<file path="config.mk">
export PLATFORM = sky130hd
export DESIGN_NAME = tx_start_gate
export DESIGN_NICKNAME = d
export VERILOG_FILES = /design/src/rtl/tsg_pkg.sv /design/src/rtl/tsg_thr_decode.sv /design/src/rtl/tsg_mode_reg.sv /design/src/rtl/tsg_gate_fsm.sv /design/src/rtl/tx_start_gate.sv
export SDC_FILE = /design/constraint.sdc
export NUM_CORES = 1
export LEC_CHECK = 0
export CAP_MARGIN = 20
export CORE_AREA = 5 5 42 44
export CTS_CLUSTER_DIAMETER = 30
export DETAILED_ROUTE_END_ITERATION = 8
export DIE_AREA = 0 0 47 49
export GPL_TIMING_DRIVEN = 0
export SLEW_MARGIN = 10
export SYNTH_ARGS = -nofsm -noshare
export SYNTH_HDL_FRONTEND = slang
export SYNTH_SLANG_ARGS = --single-unit
</file>
<file path="constraint.sdc">
create_clock -name clk -period 2.42 [get_ports clk]
set_input_delay 0.484 -clock clk [delete_from_list [all_inputs] [get_ports clk]]
set_output_delay 0.484 -clock clk [all_outputs]
set_load 0.02 [all_outputs]
</file>
<file path="src/rtl/tsg_pkg.sv">
package tsg_pkg;
   typedef enum logic [1:0] {
      GS_IDLE = 2'd0,
      GS_WAIT = 2'd1,
      GS_SEND = 2'd2
   } gate_st_e;

   localparam int unsigned NUM_THR = 4;
endpackage

</file>
<file path="src/rtl/tsg_thr_decode.sv">
module tsg_thr_decode #(
   parameter int unsigned LVL_W      = 10,
   parameter int unsigned FIFO_DEPTH = 512,
   parameter int unsigned THR0       = 4,
   parameter int unsigned THR1       = 64,
   parameter int unsigned THR2       = 128,
   parameter int unsigned THR3       = 256,
   parameter bit          TOP_WHOLE  = 1'b0
) (
   input  logic [1:0]       thr_sel,
   input  logic [LVL_W-1:0] fifo_level,
   input  logic             frame_done,
   output logic             thr_met
);
   import tsg_pkg::*;

   localparam int unsigned THR_TAB [NUM_THR] = '{THR0, THR1, THR2, THR3};

   logic [NUM_THR-1:0] hit;

   if (THR0 == 0) begin : g_bad_zero
      $error("tsg_thr_decode: threshold 0 must be non-zero");
   end
   if (!(THR0 <= THR1 && THR1 <= THR2 && THR2 <= THR3)) begin : g_bad_order
      $error("tsg_thr_decode: thresholds must ascend");
   end
   if (THR3 > FIFO_DEPTH) begin : g_bad_depth
      $error("tsg_thr_decode: threshold exceeds FIFO depth");
   end

   for (genvar i = 0; i < NUM_THR; i++) begin : g_cmp
      if (i == NUM_THR - 1 && TOP_WHOLE) begin : g_whole
         assign hit[i] = 1'b0;
      end else begin : g_level
         assign hit[i] = 32'(fifo_level) >= THR_TAB[i];
      end
   end

   assign thr_met = hit[thr_sel] | frame_done;
endmodule

</file>
<file path="src/rtl/tsg_mode_reg.sv">
module tsg_mode_reg (
   input  logic clk,
   input  logic rst_n,
   input  logic soft_rst,
   input  logic wr,
   input  logic din,
   output logic mode_q
);
   always_ff @(posedge clk or negedge rst_n) begin
      if (!rst_n)        mode_q <= 1'b0;
      else if (soft_rst) mode_q <= 1'b0;
      else if (wr)       mode_q <= din;
   end

   a_r7_soft_clear: assert property (@(posedge clk) disable iff (!rst_n)
      soft_rst |=> !mode_q);

   a_r10_write_load: assert property (@(posedge clk) disable iff (!rst_n)
      (wr && !soft_rst) |=> (mode_q == $past(din)));

   a_r8_hold_idle: assert property (@(posedge clk) disable iff (!rst_n)
      (!wr && !soft_rst) |=> $stable(mode_q));
endmodule

</file>
<file path="src/rtl/tsg_gate_fsm.sv">
module tsg_gate_fsm #(
   parameter int unsigned LVL_W = 10
) (
   input  logic             clk,
   input  logic             rst_n,
   input  logic             soft_rst,
   input  logic             stop,
   input  logic             mode_q,
   input  logic [LVL_W-1:0] fifo_level,
   input  logic             frame_done,
   input  logic             thr_met,
   input  logic             eof,
   output logic             start_ok
);
   import tsg_pkg::*;

   gate_st_e st_q, st_d;
   logic     eff_q;
   logic     non_empty;
   logic     go;

   assign non_empty = |fifo_level;
   assign go        = non_empty && thr_met && (!eff_q || frame_done);

   always_comb begin
      st_d = st_q;
      if (soft_rst || stop) begin
         st_d = GS_IDLE;
      end else begin
         case (st_q)
            GS_IDLE: if (non_empty) st_d = GS_WAIT;
            GS_WAIT: if (go)        st_d = GS_SEND;
            GS_SEND: if (eof)       st_d = GS_IDLE;
            default:                st_d = GS_IDLE;
         endcase
      end
   end

   always_ff @(posedge clk or negedge rst_n) begin
      if (!rst_n) begin
         st_q  <= GS_IDLE;
         eff_q <= 1'b0;
      end else begin
         st_q <= st_d;
         if (st_q == GS_IDLE && non_empty && !soft_rst && !stop) eff_q <= mode_q;
      end
   end

   assign start_ok = (st_q == GS_SEND);

   a_r5_not_empty: assert property (@(posedge clk) disable iff (!rst_n)
      $rose(start_ok) |-> ($past(fifo_level) != '0));

   a_r4_whole_frame: assert property (@(posedge clk) disable iff (!rst_n)
      ($rose(start_ok) && $past(eff_q)) |-> $past(frame_done));

   a_r6_hold: assert property (@(posedge clk) disable iff (!rst_n)
      (start_ok && !eof && !stop && !soft_rst) |=> start_ok);

   a_r6_release: assert property (@(posedge clk) disable iff (!rst_n)
      (start_ok && eof) |=> !start_ok);

   a_r9_frozen: assert property (@(posedge clk) disable iff (!rst_n)
      (st_q != GS_IDLE && $past(st_q != GS_IDLE)) |-> $stable(eff_q));
endmodule

</file>
<file path="src/rtl/tx_start_gate.sv">
module tx_start_gate #(
   parameter int unsigned FIFO_DEPTH = 512,
   parameter int unsigned THR0       = 4,
   parameter int unsigned THR1       = 64,
   parameter int unsigned THR2       = 128,
   parameter int unsigned THR3       = 256,
   parameter bit          TOP_WHOLE  = 1'b0,
   localparam int unsigned LVL_W     = $clog2(FIFO_DEPTH + 1)
) (
   input  logic             clk,
   input  logic             rst_n,
   input  logic             soft_rst,
   input  logic             stop,
   input  logic             cfg_wr,
   input  logic             cfg_din,
   input  logic [1:0]       thr_sel,
   input  logic [LVL_W-1:0] fifo_level,
   input  logic             frame_done,
   input  logic             eof,
   output logic             start_ok,
   output logic             nouflo_mode
);
   logic thr_met;

   if (FIFO_DEPTH < 2) begin : g_bad_depth
      $error("tx_start_gate: FIFO_DEPTH too small");
   end

   tsg_thr_decode #(
      .LVL_W(LVL_W), .FIFO_DEPTH(FIFO_DEPTH),
      .THR0(THR0), .THR1(THR1), .THR2(THR2), .THR3(THR3),
      .TOP_WHOLE(TOP_WHOLE)
   ) u_thr (
      .thr_sel(thr_sel),
      .fifo_level(fifo_level),
      .frame_done(frame_done),
      .thr_met(thr_met)
   );

   tsg_mode_reg u_mode (
      .clk(clk),
      .rst_n(rst_n),
      .soft_rst(soft_rst),
      .wr(cfg_wr),
      .din(cfg_din),
      .mode_q(nouflo_mode)
   );

   tsg_gate_fsm #(.LVL_W(LVL_W)) u_fsm (
      .clk(clk),
      .rst_n(rst_n),
      .soft_rst(soft_rst),
      .stop(stop),
      .mode_q(nouflo_mode),
      .fifo_level(fifo_level),
      .frame_done(frame_done),
      .thr_met(thr_met),
      .eof(eof),
      .start_ok(start_ok)
   );

   a_r8_stop_drop: assert property (@(posedge clk) disable iff (!rst_n)
      stop |=> !start_ok);

   a_r8_stop_keep_mode: assert property (@(posedge clk) disable iff (!rst_n)
      (stop && !soft_rst && !cfg_wr) |=> $stable(nouflo_mode));

   a_r7_soft_drop: assert property (@(posedge clk) disable iff (!rst_n)
      soft_rst |=> !start_ok);
endmodule

</file>
==> results.yml, run 1 <==
run_status:
  status: "complete, no violations"
place:
  dp_hpwl_um: 667
  place_congestion: 0.721
  portBuffers: 21
  placed_cell_area_um2: 526
  place_ws_ns: 0.327
detailed_routing:
  first_pass_iters: 1
  via_count: 307
  wirelength_um: 732
  ant_nets: 0
  viasPerCell: 4.58
  wl_per_cell_um: 10.9
  drt_iter0_drc: 0
  drc: 0
global_route:
  grt_overflow: 0
  grt_max_degree: 5
  gr-usage-all-layers: 0.0664
  grt_first_pass_wirelength_mm: 1.08
  grt_pass1_vias: 298
  grt_antenna_before_repair: 0
floorplanning:
  core.rowCount: 14
  die_h_um: 49
  die_w_um: 47
  start_util: 0.211
  die-area_mm2: 0.00230
  io_pins: 22
  coreArea_mm2: 0.00140
sta:
  fin_skew_ns: 0.00326
  fin_crit_ns: 1.89
  period_share: 0.782
  drv_slew: 0
  max_clock_freq_mhz: 529
  rsz0062_at_grt: "false"
  slew_headroom: 0.771
  setup_violations: 0
  fin_ws_ns: 0.528
  hold_viol: 0
  worst_pin_slew_ns: 0.341
  final.setup.tns_ns: 0
clock_network:
  ctsResizeCount: 0
  cts_tree: "done"
  hold_buffers: 0
  h-tree-depth: 1
  cts_buffers: 3
  clk_path_buf_depth: 2
  clock_latency_ns: 0.23
  clkTransAtPathRegs_ns: 0.04
  root_buffer: "clkbuf_4"
  post-cts-setup-buffer-count: 0
  clkSinkCount: 4
critical_path:
  timing.critical_path.buf_inv: 1
  end_kind: "output port"
  reg2reg_slack_ns: 0.94
  arrival_ns: 1.41
  crit_required_ns: 1.94
  path_max_fanout: 4
  crit_family: "buffers and inverters"
  max_stage_delay_ns: 0.63
  crit_chain: "nor2b_1 -> clkdlybuf4s50_1"
  start_kind: "flop"
  slowest_stage: "clkdlybuf4s50_1"
  critPathKind: "reg -> out"
layout:
  nets: 73
  drive_above_1_share: 0.235
  stdcell_area_um2: 548
  fill_cells: 158
  synthToLayoutAreaGrowth_pct: 85.6
  final_core_util: 0.391
  antenna_cells: 0
pwr:
  vdd_drop_max_mv: 0.208
  power_mw: 0.214
  p_leak_nw: 0.214
  p_per_area_mw_per_mm2: 391
min_path:
  hp-class: "in -> async"
yosys:
  synth_top_area_share: 0.339
  synth_cell_types: 18
  syn-cell-area_um2: 295
  synth.area.top_cells: "dfrtp_1 34%, a211oi_2 8.5%, nor2_4 7.6%"
  syn-num-nets: 47
  syn_inst: 27
  synth_warnings: 0
  synth_area_leader_cell: "dfrtp_1"
  synth_seq_cells: 4
  syn_area_per_cell_um2: 10.9
  seq_area_frac_synth: 0.339
job:
  cap_violations: 0
==> stage by stage <==
stage               hold WS, ns  cells
floorplan                 0.188     27
global placement          0.488     64
detailed placement        0.499     64
CTS                       0.457     67
global route              0.466     67
finish                    0.456     67
==> worst register-to-register path: cells and delay by family, from the launching register on <==
family           cells  cell delay, ns
AO/OA/AOI/OAI        1            0.24
AND/OR/NAND/NOR      1            0.42
multiplexers         1            0.32
flip-flops           1            0.37
==> logic make-up after synthesis <==
group           count (synthesis)  share of synthesized area
flops                           4                      0.339
compound gates                  7                      0.225
mux                             2                     0.0847
buf+inv                         1                     0.0127
simple gates                   13                      0.339
==> final cells by class <==
class,count,area [µm²],area share
Timing Repair Buffer,21,210,0.384
Multi-Input combinational cell,22,191,0.349
Sequential cell,4,100,0.183
Clock buffer,3,22.5,0.0411
Tap cell,16,20.0,0.0365
Inverter,1,3.75,0.00685
==> power breakdown <==
part           total, mW  internal [mW]  switching, mW
logic             0.0581         0.0401         0.0180
clock network     0.0810         0.0554         0.0257
registers         0.0751         0.0720        0.00313
total              0.214          0.167         0.0468
==> cell usage after synthesis <==
cell type and count:
inv_1 1, nor3_1 2, mux2_4 1, or3_1 1
o21a_1 1, o22ai_1 1, mux2i_1 1, a211oi_2 2
a31o_1 1, and3b_2 1, or4_4 2, o221a_2 1
nor2_1 2, nor2_4 2, a21boi_0 1, dfrtp_1 4
nor2b_1 2, nor4b_1 1
==> path summary, 6_finish.rpt <==
kind                       cells past startpoint             to     startpoint
setup / recovery                               2       start_ok  u_fsm.st_q[0]
hold / removal                                 1  u_fsm.st_q[1]          rst_n
setup reg to reg                               3    u_fsm.eff_q  u_fsm.st_q[1]
hold reg to reg                                1    u_fsm.eff_q    u_fsm.eff_q
max in group asynchronous                      1    u_fsm.eff_q          rst_n
min in group clk                               1    u_fsm.eff_q    u_fsm.eff_q
==> sequential cells by signal, summed over array words and instances (netlist names) <==
register / count
u_fsm.st_q: 2
u_fsm.eff_q: 1
u_mode.mode_q: 1
==> metal layers <==
layer | vias up | wire (µm) | share of wire | track usage
li1 | 158 | - | - | -
met1 | 136 | 264 | 0.36 | 0.0665
met2 | 13 | 365 | 0.50 | 0.102
met3 | 0 | 102 | 0.14 | 0.0369
met4 | 0 | 0 | 0 | 0.0415
met5 | - | 0 | 0 | 0
==> placed cells by master (no fill, tap or decap), drive strengths merged <==
master / count
a211oi: 2
a21boi: 1
a31o: 1
and3b: 1
clkbuf: 3
clkdlybuf4s50: 21
dfrtp: 4
inv: 1
mux2: 1
mux2i: 1
nor2: 4
nor2b: 2
nor3: 2
nor4b: 1
o21a: 1
o221a: 1
o22ai: 1
or3: 1
or4: 2
Power figures use the tool's default switching activity.
==> run 2: changes to the inputs <==
==> constraint.sdc (replaced) <==
create_clock -name clk -period 1.85 [get_ports clk]
set_input_delay 0.37 -clock clk [delete_from_list [all_inputs] [get_ports clk]]
set_output_delay 0.37 -clock clk [all_outputs]
set_load 0.02 [all_outputs]
==> results.yml, run 2 (same netlist as run 1, synthesis figures left out) <==
place:
  placed_cell_area_um2: 526
  place_congestion: 0.721
  dp_hpwl_um: 667
  place_ws_ns: -0.129
  portBuffers: 21
critical_path:
  reg2reg_slack_ns: 0.37
  start_kind: "primary input"
  reg2reg_from: "u_fsm.st_q[1]"
  critPathKind: "in -> reg"
  setup.worst_path.end: "u_fsm.eff_q"
  end_kind: "flop"
  crit_required_ns: 1.96
  reg2regPathDepth: 3
  setup.worst_path.start: "fifo_level[9]"
  path_max_fanout: 3
  arrival_ns: 1.84
  timing.rr.end: "u_fsm.eff_q"
sta:
  setup_violations: 0
  fin_ws_ns: 0.117
  hold_viol: 0
  slew_headroom: 0.771
  worst_pin_slew_ns: 0.341
  period_share: 0.937
  final.setup.tns_ns: 0
  drv_slew: 0
  fin_skew_ns: 0.00326
  rsz0062_at_grt: "false"
  max_clock_freq_mhz: 577
  fin_crit_ns: 1.73
layout:
  top_regs: "u_fsm.st_q x2, u_fsm.eff_q x1, u_mode.mode_q x1"
  final_cell_mix: "20 x clkdlybuf4s50_1, 4 x dfrtp_1, 3 x clkbuf_4"
  nets: 73
  final_core_util: 0.393
  synthToLayoutAreaGrowth_pct: 86.4
  drive_above_1_share: 0.235
  fill_cells: 158
  regMostFlops: "u_fsm.st_q"
  final_common_cell: "clkdlybuf4s50_1"
  antenna_cells: 0
  largest_reg_flops: 2
  stdcell_area_um2: 551
global_route:
  grt_max_degree: 5
  grt_pass1_vias: 298
  grt_first_pass_wirelength_mm: 1.08
  grt_antenna_before_repair: 0
  gr-usage-all-layers: 0.0664
  grt_overflow: 0
floorplanning:
  io_pins: 22
  die_h_um: 49
  start_util: 0.211
  coreArea_mm2: 0.00140
  die-area_mm2: 0.00230
  die_w_um: 47
  core.rowCount: 14
pwr:
  p_per_area_mw_per_mm2: 509
  p_leak_nw: 0.232
  vdd_drop_max_mv: 0.272
detailed_routing:
  wirelength_um: 731
  drc: 0
  ant_nets: 0
  viasPerCell: 4.58
  wl_per_cell_um: 10.9
  first_pass_iters: 1
  via_count: 307
  drt_iter0_drc: 0
clock_network:
  clk_path_buf_depth: 2
  hold_buffers: 0
  ctsResizeCount: 0
  clkTransAtPathRegs_ns: 0.04
  h-tree-depth: 1
  cts_buffers: 3
  post-cts-setup-buffer-count: 0
  root_buffer: "clkbuf_4"
  clock_latency_ns: 0.23
  cts_tree: "done"
  clkSinkCount: 4
min_path:
  hp-class: "in -> async"
run_status:
  status: "complete, no violations"
job:
  cap_violations: 0
[run 2: cell count changes in the layout (fill, tap and decap cells not counted), sizes merged]
cell,change
clkdlybuf4s50,-1
dlymetal6s2s,+1
[run 2: how the worst min path moves through the flow]
stage	from	end	slack, ns	cells after the start
after detailed placement	u_fsm.eff_q	u_fsm.eff_q	0.50	1
after CTS	rst_n	u_fsm.st_q[1]	0.34	1
after global routing	rst_n	u_fsm.st_q[0]	0.35	1
after global placement	u_fsm.eff_q	u_fsm.eff_q	0.49	1
after floorplan	rst_n	u_fsm.eff_q	0.07	0
final	rst_n	u_fsm.st_q[1]	0.34	1
[run 2: critical path: stages]
cell and delay, ns:
clkdlybuf4s50_1 0.42, or4_4 0.55, nor2_4 0.12, a211oi_2 0.08, mux2_4 0.30
[run 2: stage by stage]
stage | hold slack, ns | instances | power (mW)
after floorplan | 0.0744 | 27 | 0.122
after global placement | 0.488 | 64 | 0.175
after detailed placement | 0.499 | 64 | 0.176
after CTS | 0.343 | 67 | 0.288
after global routing | 0.352 | 67 | 0.298
final | 0.342 | 67 | 0.280
[run 2: power breakdown]
part           switching [mW]  total, mW  internal [mW]
sequential            0.00409     0.0982         0.0941
combinational          0.0235     0.0758         0.0523
clock                  0.0336      0.106         0.0724
[run 2: area by class of cell]
class	count	area, µm²	share of cell area
tap	16	20.0	0.0364
multi-input combinational	22	191	0.348
sequential	4	100	0.182
inverter	1	3.75	0.00682
clock buffer	3	22.5	0.0409
timing repair buffer	21	213	0.386
[run 2: metal layers]
| metal | share of wire | global-route usage |
|---|---|---|
| met5 | 0 | 0 |
| met4 | 0 | 0.0415 |
| met3 | 0.14 | 0.0369 |
| met2 | 0.50 | 0.102 |
| met1 | 0.36 | 0.0665 |
